## config.mk

```make
export PLATFORM = sky130hd
export DESIGN_NAME = fprot_range_guard
export DESIGN_NICKNAME = d
export VERILOG_FILES = /design/src/rtl/fprot_pkg.sv /design/src/rtl/fprot_range_match.sv /design/src/rtl/fprot_free_pick.sv /design/src/rtl/fprot_slot_bank.sv /design/src/rtl/fprot_range_guard.sv
export SDC_FILE = /design/constraint.sdc
export NUM_CORES = 1
export LEC_CHECK = 0
export BUFFER_PORTS_ARGS = -buffer_cell sky130_fd_sc_hd__buf_2
export CAP_MARGIN = 25
export CORE_ASPECT_RATIO = 1.25
export CORE_MARGIN = 2
export CORE_UTILIZATION = 55
export DETAILED_ROUTE_END_ITERATION = 8
export PLACE_DENSITY = 0.85
export SETUP_SLACK_MARGIN = 0.1
export SYNTH_ARGS = -nofsm -noshare
export SYNTH_HDL_FRONTEND = slang
export SYNTH_SLANG_ARGS = --single-unit
export TNS_END_PERCENT = 5
```

## constraint.sdc

```tcl
create_clock -name clk -period 4 [get_ports clk]
set_input_delay 0 -clock clk [delete_from_list [all_inputs] [get_ports clk]]
set_output_delay 0 -clock clk [all_outputs]
set_load 0.01 [all_outputs]
```

## src/rtl/fprot_pkg.sv

```systemverilog
package fprot_pkg;
  localparam int FIELD_W    = 15;
  localparam int GRAN_SHIFT = 12;
  localparam int REG_W      = 2 * FIELD_W + 2;
  localparam int FLASH_AW   = FIELD_W + GRAN_SHIFT;

  typedef logic [FIELD_W-1:0] page_t;

  // Field order from MSB down matches the register bit layout.
  typedef struct packed {
    logic  wr_en;
    page_t limit;
    logic  rd_en;
    page_t base;
  } range_t;
endpackage

```

## src/rtl/fprot_range_match.sv

```systemverilog
module fprot_range_match
  import fprot_pkg::*;
#(
  parameter int NUM_SLOTS = 5
) (
  input  range_t [NUM_SLOTS-1:0] slots,
  input  logic [FLASH_AW-1:0]    addr,
  output logic [NUM_SLOTS-1:0]   hit,
  output logic                   rd_block,
  output logic                   wr_block
);
  logic [NUM_SLOTS-1:0] rd_vec;
  logic [NUM_SLOTS-1:0] wr_vec;

  for (genvar g = 0; g < NUM_SLOTS; g++) begin : g_cmp
    assign hit[g] = (addr >= {slots[g].base, {GRAN_SHIFT{1'b0}}}) &&
                    (addr <= {slots[g].limit, {GRAN_SHIFT{1'b1}}});
    assign rd_vec[g] = slots[g].rd_en;
    assign wr_vec[g] = slots[g].wr_en;
  end

  assign rd_block = |(hit & rd_vec);
  assign wr_block = |(hit & wr_vec);
endmodule

```

## src/rtl/fprot_free_pick.sv

```systemverilog
module fprot_free_pick
  import fprot_pkg::*;
#(
  parameter int NUM_SLOTS = 5,
  parameter int IDX_W     = $clog2(NUM_SLOTS)
) (
  input  range_t [NUM_SLOTS-1:0] slots,
  output logic                   found,
  output logic [IDX_W-1:0]       idx
);
  always_comb begin
    found = 1'b0;
    idx   = '0;
    for (int i = NUM_SLOTS - 1; i >= 0; i--) begin
      if (slots[i] == '0) begin
        found = 1'b1;
        idx   = IDX_W'(i);
      end
    end
  end
endmodule

```

## src/rtl/fprot_slot_bank.sv

```systemverilog
module fprot_slot_bank
  import fprot_pkg::*;
#(
  parameter int NUM_SLOTS = 5,
  parameter int IDX_W     = $clog2(NUM_SLOTS)
) (
  input  logic                   clk,
  input  logic                   rst_n,
  input  logic                   lock_in,
  input  logic                   wr_en,
  input  logic [IDX_W-1:0]       wr_idx,
  input  logic [REG_W-1:0]       wr_data,
  input  logic                   alloc_req,
  input  range_t                 alloc_val,
  input  logic                   free_found,
  input  logic [IDX_W-1:0]       free_idx,
  output range_t [NUM_SLOTS-1:0] slots,
  output logic                   alloc_done,
  output logic                   alloc_ok,
  output logic [IDX_W-1:0]       alloc_slot
);
  localparam logic [IDX_W:0] SLOT_CNT = NUM_SLOTS[IDX_W:0];

  range_t [NUM_SLOTS-1:0] slots_q;
  logic                   lock_q;
  logic                   locked_now;
  logic                   port_wr;
  logic                   alloc_go;

  assign locked_now = lock_q | lock_in;
  assign port_wr    = wr_en && !locked_now && ({1'b0, wr_idx} < SLOT_CNT);
  assign alloc_go   = alloc_req && !locked_now && !wr_en && free_found &&
                      (alloc_val.rd_en || alloc_val.wr_en);

  always_ff @(posedge clk or negedge rst_n) begin
    if (!rst_n) begin
      slots_q    <= '0;
      lock_q     <= 1'b0;
      alloc_done <= 1'b0;
      alloc_ok   <= 1'b0;
      alloc_slot <= '0;
    end else begin
      if (lock_in) lock_q <= 1'b1;
      if (port_wr) slots_q[wr_idx] <= range_t'(wr_data);
      else if (alloc_go) slots_q[free_idx] <= alloc_val;
      alloc_done <= alloc_req;
      alloc_ok   <= alloc_go;
      alloc_slot <= alloc_go ? free_idx : '0;
    end
  end

  assign slots = slots_q;

  // a latched lock freezes the bank on every later edge
  assert_locked_frozen_R10: assert property (@(posedge clk) disable iff (!rst_n)
    lock_q |=> $stable(slots_q));

  // each allocate request is answered one cycle later
  assert_alloc_reply_R7: assert property (@(posedge clk) disable iff (!rst_n)
    alloc_req |=> alloc_done);

  // a successful allocate leaves its slot in use
  assert_alloc_target_used_R7: assert property (@(posedge clk) disable iff (!rst_n)
    (alloc_done && alloc_ok) |-> (slots_q[alloc_slot] != '0));
endmodule

```

## src/rtl/fprot_range_guard.sv

```systemverilog
module fprot_range_guard
  import fprot_pkg::*;
#(
  parameter int NUM_SLOTS = 5,
  parameter int IDX_W     = $clog2(NUM_SLOTS)
) (
  input  logic                clk,
  input  logic                rst_n,
  input  logic                lock_in,
  input  logic                reg_wr_en,
  input  logic [IDX_W-1:0]    reg_wr_idx,
  input  logic [REG_W-1:0]    reg_wr_data,
  input  logic [IDX_W-1:0]    reg_rd_idx,
  output logic [REG_W-1:0]    reg_rd_data,
  input  logic                lk_valid,
  input  logic [FLASH_AW-1:0] lk_addr,
  input  logic                lk_is_write,
  output logic                lk_allow,
  output logic                lk_deny,
  input  logic                alloc_req,
  input  logic [FLASH_AW-1:0] alloc_start,
  input  logic [FLASH_AW:0]   alloc_size,
  input  logic                alloc_rd_prot,
  input  logic                alloc_wr_prot,
  output logic                alloc_done,
  output logic                alloc_ok,
  output logic [IDX_W-1:0]    alloc_slot
);
  localparam logic [IDX_W:0] SLOT_CNT = NUM_SLOTS[IDX_W:0];

  range_t [NUM_SLOTS-1:0] slots;
  range_t                 alloc_val;
  logic                   free_found;
  logic [IDX_W-1:0]       free_idx;
  logic [NUM_SLOTS-1:0]   hit;
  logic                   rd_block;
  logic                   wr_block;
  logic                   blocked;

  assign alloc_val.base  = alloc_start[FLASH_AW-1:GRAN_SHIFT];
  assign alloc_val.limit = page_t'(({1'b0, alloc_start} + alloc_size -
                                    (FLASH_AW+1)'(1)) >> GRAN_SHIFT);
  assign alloc_val.rd_en = alloc_rd_prot;
  assign alloc_val.wr_en = alloc_wr_prot;

  fprot_slot_bank #(.NUM_SLOTS(NUM_SLOTS), .IDX_W(IDX_W)) bank_i (
    .clk        (clk),
    .rst_n      (rst_n),
    .lock_in    (lock_in),
    .wr_en      (reg_wr_en),
    .wr_idx     (reg_wr_idx),
    .wr_data    (reg_wr_data),
    .alloc_req  (alloc_req),
    .alloc_val  (alloc_val),
    .free_found (free_found),
    .free_idx   (free_idx),
    .slots      (slots),
    .alloc_done (alloc_done),
    .alloc_ok   (alloc_ok),
    .alloc_slot (alloc_slot)
  );

  fprot_free_pick #(.NUM_SLOTS(NUM_SLOTS), .IDX_W(IDX_W)) pick_i (
    .slots (slots),
    .found (free_found),
    .idx   (free_idx)
  );

  fprot_range_match #(.NUM_SLOTS(NUM_SLOTS)) match_i (
    .slots    (slots),
    .addr     (lk_addr),
    .hit      (hit),
    .rd_block (rd_block),
    .wr_block (wr_block)
  );

  assign reg_rd_data = ({1'b0, reg_rd_idx} < SLOT_CNT) ? REG_W'(slots[reg_rd_idx]) : '0;
  assign blocked     = lk_is_write ? wr_block : rd_block;
  assign lk_allow    = lk_valid && !blocked;
  assign lk_deny     = lk_valid && blocked;

  // the picker only offers a slot that is really empty
  assert_free_slot_empty_R8: assert property (@(posedge clk) disable iff (!rst_n)
    free_found |-> (slots[free_idx] == '0));

  // a denial always comes from at least one matching range
  assert_deny_has_hit_R5: assert property (@(posedge clk) disable iff (!rst_n)
    lk_deny |-> (hit != '0));
endmodule

```

==> key figures <==
Place
  – Port Buffers: 166
  – Inst Count DP: 2,205
  – Detail Placement HPWL: 39.0 mm
  – Routability Congestion: 1.01
  – Post-Place Cell Area: 15,500 sq um

Route
  – Via/cell ratio: 6.71
  – Remaining antenna violation count after routing: 0
  – Post-route DRC: 0
  – WL/cell: 23.0 um
  – DR iter-0 viols: 1,940
  – Pre-Repair DR Iteration Count: 9
  – Vias: 15,388
  – Final WL: 52.8 mm

Global routing
  – GR Util met1: 47.2%
  – Met2 usage: 57.9%
  – Initial antenna violation count: 0
  – Pin count of the biggest net entering global routing: 96
  – Met3 Track Usage GR: 9.31%
  – Grt ovf: 0
  – First-pass GRT wire length: 80.6 mm
  – All-Layer GR Usage: 38.3%
  – Vias in the first global route: 14,918
  – Grt peak-use layer: met2

Clock tree
  – Root Buffer: clkbuf_16
  – Post-CTS Setup Inserts: 0
  – Clk slew on worst S/H paths: 0.07 ns
  – CTS Buffer Depth: 2
  – Worst-skew pair later-pin latency: 0.44 ns
  – CTS Buf Count: 17
  – CTS Sinks: 166
  – CTS tree: yes
  – CTS H-tree depth: 4

Critical path
  – Reg2reg start: bank_i.slots[8]$_DFFE_PN0P_
  – Critical Path Start Type: flop
  – Worst reg2reg setup slack: 0.26 ns
  – Worst Path Class, Setup: reg2reg
  – Req. time, crit path: 4.32 ns
  – Crit end category: flop
  – Worst Path Max Fanout: 14
  – Arr. time, crit path: 4.06 ns
  – Reg2reg path depth: 9
  – R2R Path End: bank_i.slots[131]$_DFFE_PN0P_

Min path
  – Min-Delay Path Class: in2reg
  – Hold depth: 3
  – Hold path endpoint: bank_i.slots[1]$_DFFE_PN0P_
  – Worst Hold Launch: alloc_start[13]

Timing
  – Tmin final: 3.74 ns
  – Setup violations, final: 0
  – Slew Viols, Final: 0
  – Worst-case headroom to the max-slew limit: 28.8%
  – Slew @ Worst Pin: 1.06 ns
  – Final Hold Vio Count: 0
  – Final period utilization: 93.5%
  – RSZ-0062 raised after global routing: false
  – Max Freq: 267 MHz
  – TNS Setup: 0 ns
  – Worst hold slack: 0.0274 ns
  – Final Skew: 0.0135 ns

Synthesis
  – Sequential area share after synthesis: 28.9%
  – Post-synth EDFFs: 0
  – Post-synth top cells: inv_1 (259), ha_1 (199), dfrtp_1 (166)
  – Synth Area per Inst: 8.16 sq um
  – Number of synthesis warnings: 0
  – Top post-synthesis cells by area: dfrtp_1 (29%), ha_1 (17%), inv_1 (6.8%)
  – Synth top area share: 28.9%
  – Post-Synthesis Cells: 1,758
  – Syn Std Cell Area: 14,400 sq um
  – Top-count cell post-synth: inv_1
  – Fraction of registers with async set/reset: 100%
  – Ys flop type: dfrtp_1
  – Post-Syn Nets: 2,086
  – Register bit total from synthesis: 166
  – Distinct cells, synth: 68
  – Cell taking the most area after synthesis: dfrtp_1

Finish
  – Core Util, Final: 64.5%
  – Layout cells sized above 1: 12.8%
  – Area delta synth->final: 16.2%
  – Post-Layout Cell Count: 2,294
  – Design Area, Final: 16,700 sq um
  – Nets: 2,268
  – Filler cell count in the final layout: 2,017
  – Area of the multi-input gates: 8920 sq um
  – FF+latch area: 4150 sq um

Power
  – Static leakage: 7.72 nW
  – Peak VDD IR: 304 uV
  – PD cells: 277 nW/um^2

Die
  – Area of the core: 25,800 sq um
  – Chip height: 185 um
  – Horiz. Die Dim: 148 um
  – Initial Util: 55.5%
  – Row cnt: 66
  – I/O Pins: 168
  – Die area: 27,400 sq um

Job
  – Max Cap Viol: 0

Run status
  – Status: completed
[layout by cell type (no fill, tap or decap), types with 16 or more instances in the layout]
cell / count
a211oi_1: 27
a21o_1: 16
a21oi_1: 113
a22oi_1: 40
a32oi_1: 70
buf_2: 165
buf_4: 24
clkbuf_16: 17
dfrtp_1: 166
dlygate4sd3_1: 56
ha_1: 199
inv_1: 259
mux2i_1: 66
nand2_1: 151
nand3_1: 31
nand4_1: 42
nor2_1: 103
nor3_1: 17
nor4_1: 44
o21ai_0: 126
o221ai_1: 21
o22ai_1: 49
[critical path: stages, from the launching register on]
cell           delay [ns]
dfrtp_1              0.43
nor4_2               0.52
nand4_1              0.23
nor2_2               0.30
nor2_1               0.17
and4_1               0.32
nor2_1               0.59
buf_4                0.35
a211oi_1             0.11
dlygate4sd3_1        0.57
[routing by layer]
metal  routed length, um  part of all wire [%]  vias up
met4                4810                   9.1        0
met5                   0                     0        -
met2               22500                    43     1173
met3                7010                    13      323
li1                    -                     -     6795
met1               18500                    35     7097
[through the flow]
stage | power [mW] | setup WS (ns)
global placement | 2.80 | 0.722
detailed placement | 2.85 | 0.673
finish | 4.61 | 0.258
floorplan | 2.39 | 1.37
global route | 4.77 | 0.112
CTS | 4.55 | 0.296
[registers in the layout (all words and copies together) (netlist names)]
signal and cells:
bank_i.lock_q 1, bank_i.alloc_slot 3, bank_i.alloc_ok 1, bank_i.slots 160, bank_i.alloc_done 1
[layout make-up]
class                   count  area share (%)
well taps                 340            2.55
clock inverters            14           0.908
clock buffers              18            2.63
repair buffers            248            9.62
diodes                      1          0.0150
inverters                 259            5.83
flip-flops and latches    166            24.9
multi-input cells        1248            53.5
[how the worst max path moves through the flow]
| stage | startpoint | end |
|---|---|---|
| after detailed placement | bank_i.slots[104]$_DFFE_PN0P_ | bank_i.slots[115]$_DFFE_PN0P_ |
| after floorplan | alloc_start[7] | bank_i.slots[24]$_DFFE_PN0P_ |
| after global routing | bank_i.slots[8]$_DFFE_PN0P_ | bank_i.slots[134]$_DFFE_PN0P_ |
| after CTS | bank_i.slots[9]$_DFFE_PN0P_ | bank_i.slots[137]$_DFFE_PN0P_ |
| final | bank_i.slots[8]$_DFFE_PN0P_ | bank_i.slots[131]$_DFFE_PN0P_ |
| after global placement | bank_i.slots[8]$_DFFE_PN0P_ | bank_i.slots[25]$_DFFE_PN0P_ |
[logic make-up (layout without fill, tap and decap cells)]
| kind of cell | count (synthesis) | in the layout | synth area share, % |
|---|---|---|---|
| buf+inv | 344 | 539 | 9.22 |
| flops | 166 | 166 | 28.9 |
| compound gates | 534 | 534 | 24.6 |
| xor+xnor | 14 | 14 | 0.907 |
| simple gates | 435 | 435 | 14.3 |
| fa+ha+maj | 199 | 199 | 17.4 |
| other cells | 0 | 1 | 0 |
| mux | 66 | 66 | 4.60 |
[where the power goes]
group | switching, mW | internal, mW
sequential | 0.0427 | 1.71
combinational | 0.752 | 0.410
clock | 0.753 | 0.944
[repair_timing]
item	in CTS	in global routing
endpoints found under the setup margin	0	14
endpoints found under the hold margin	225	0
gates resized for setup	0	1
hold buffers	56	0
Power figures use the tool's default switching activity.
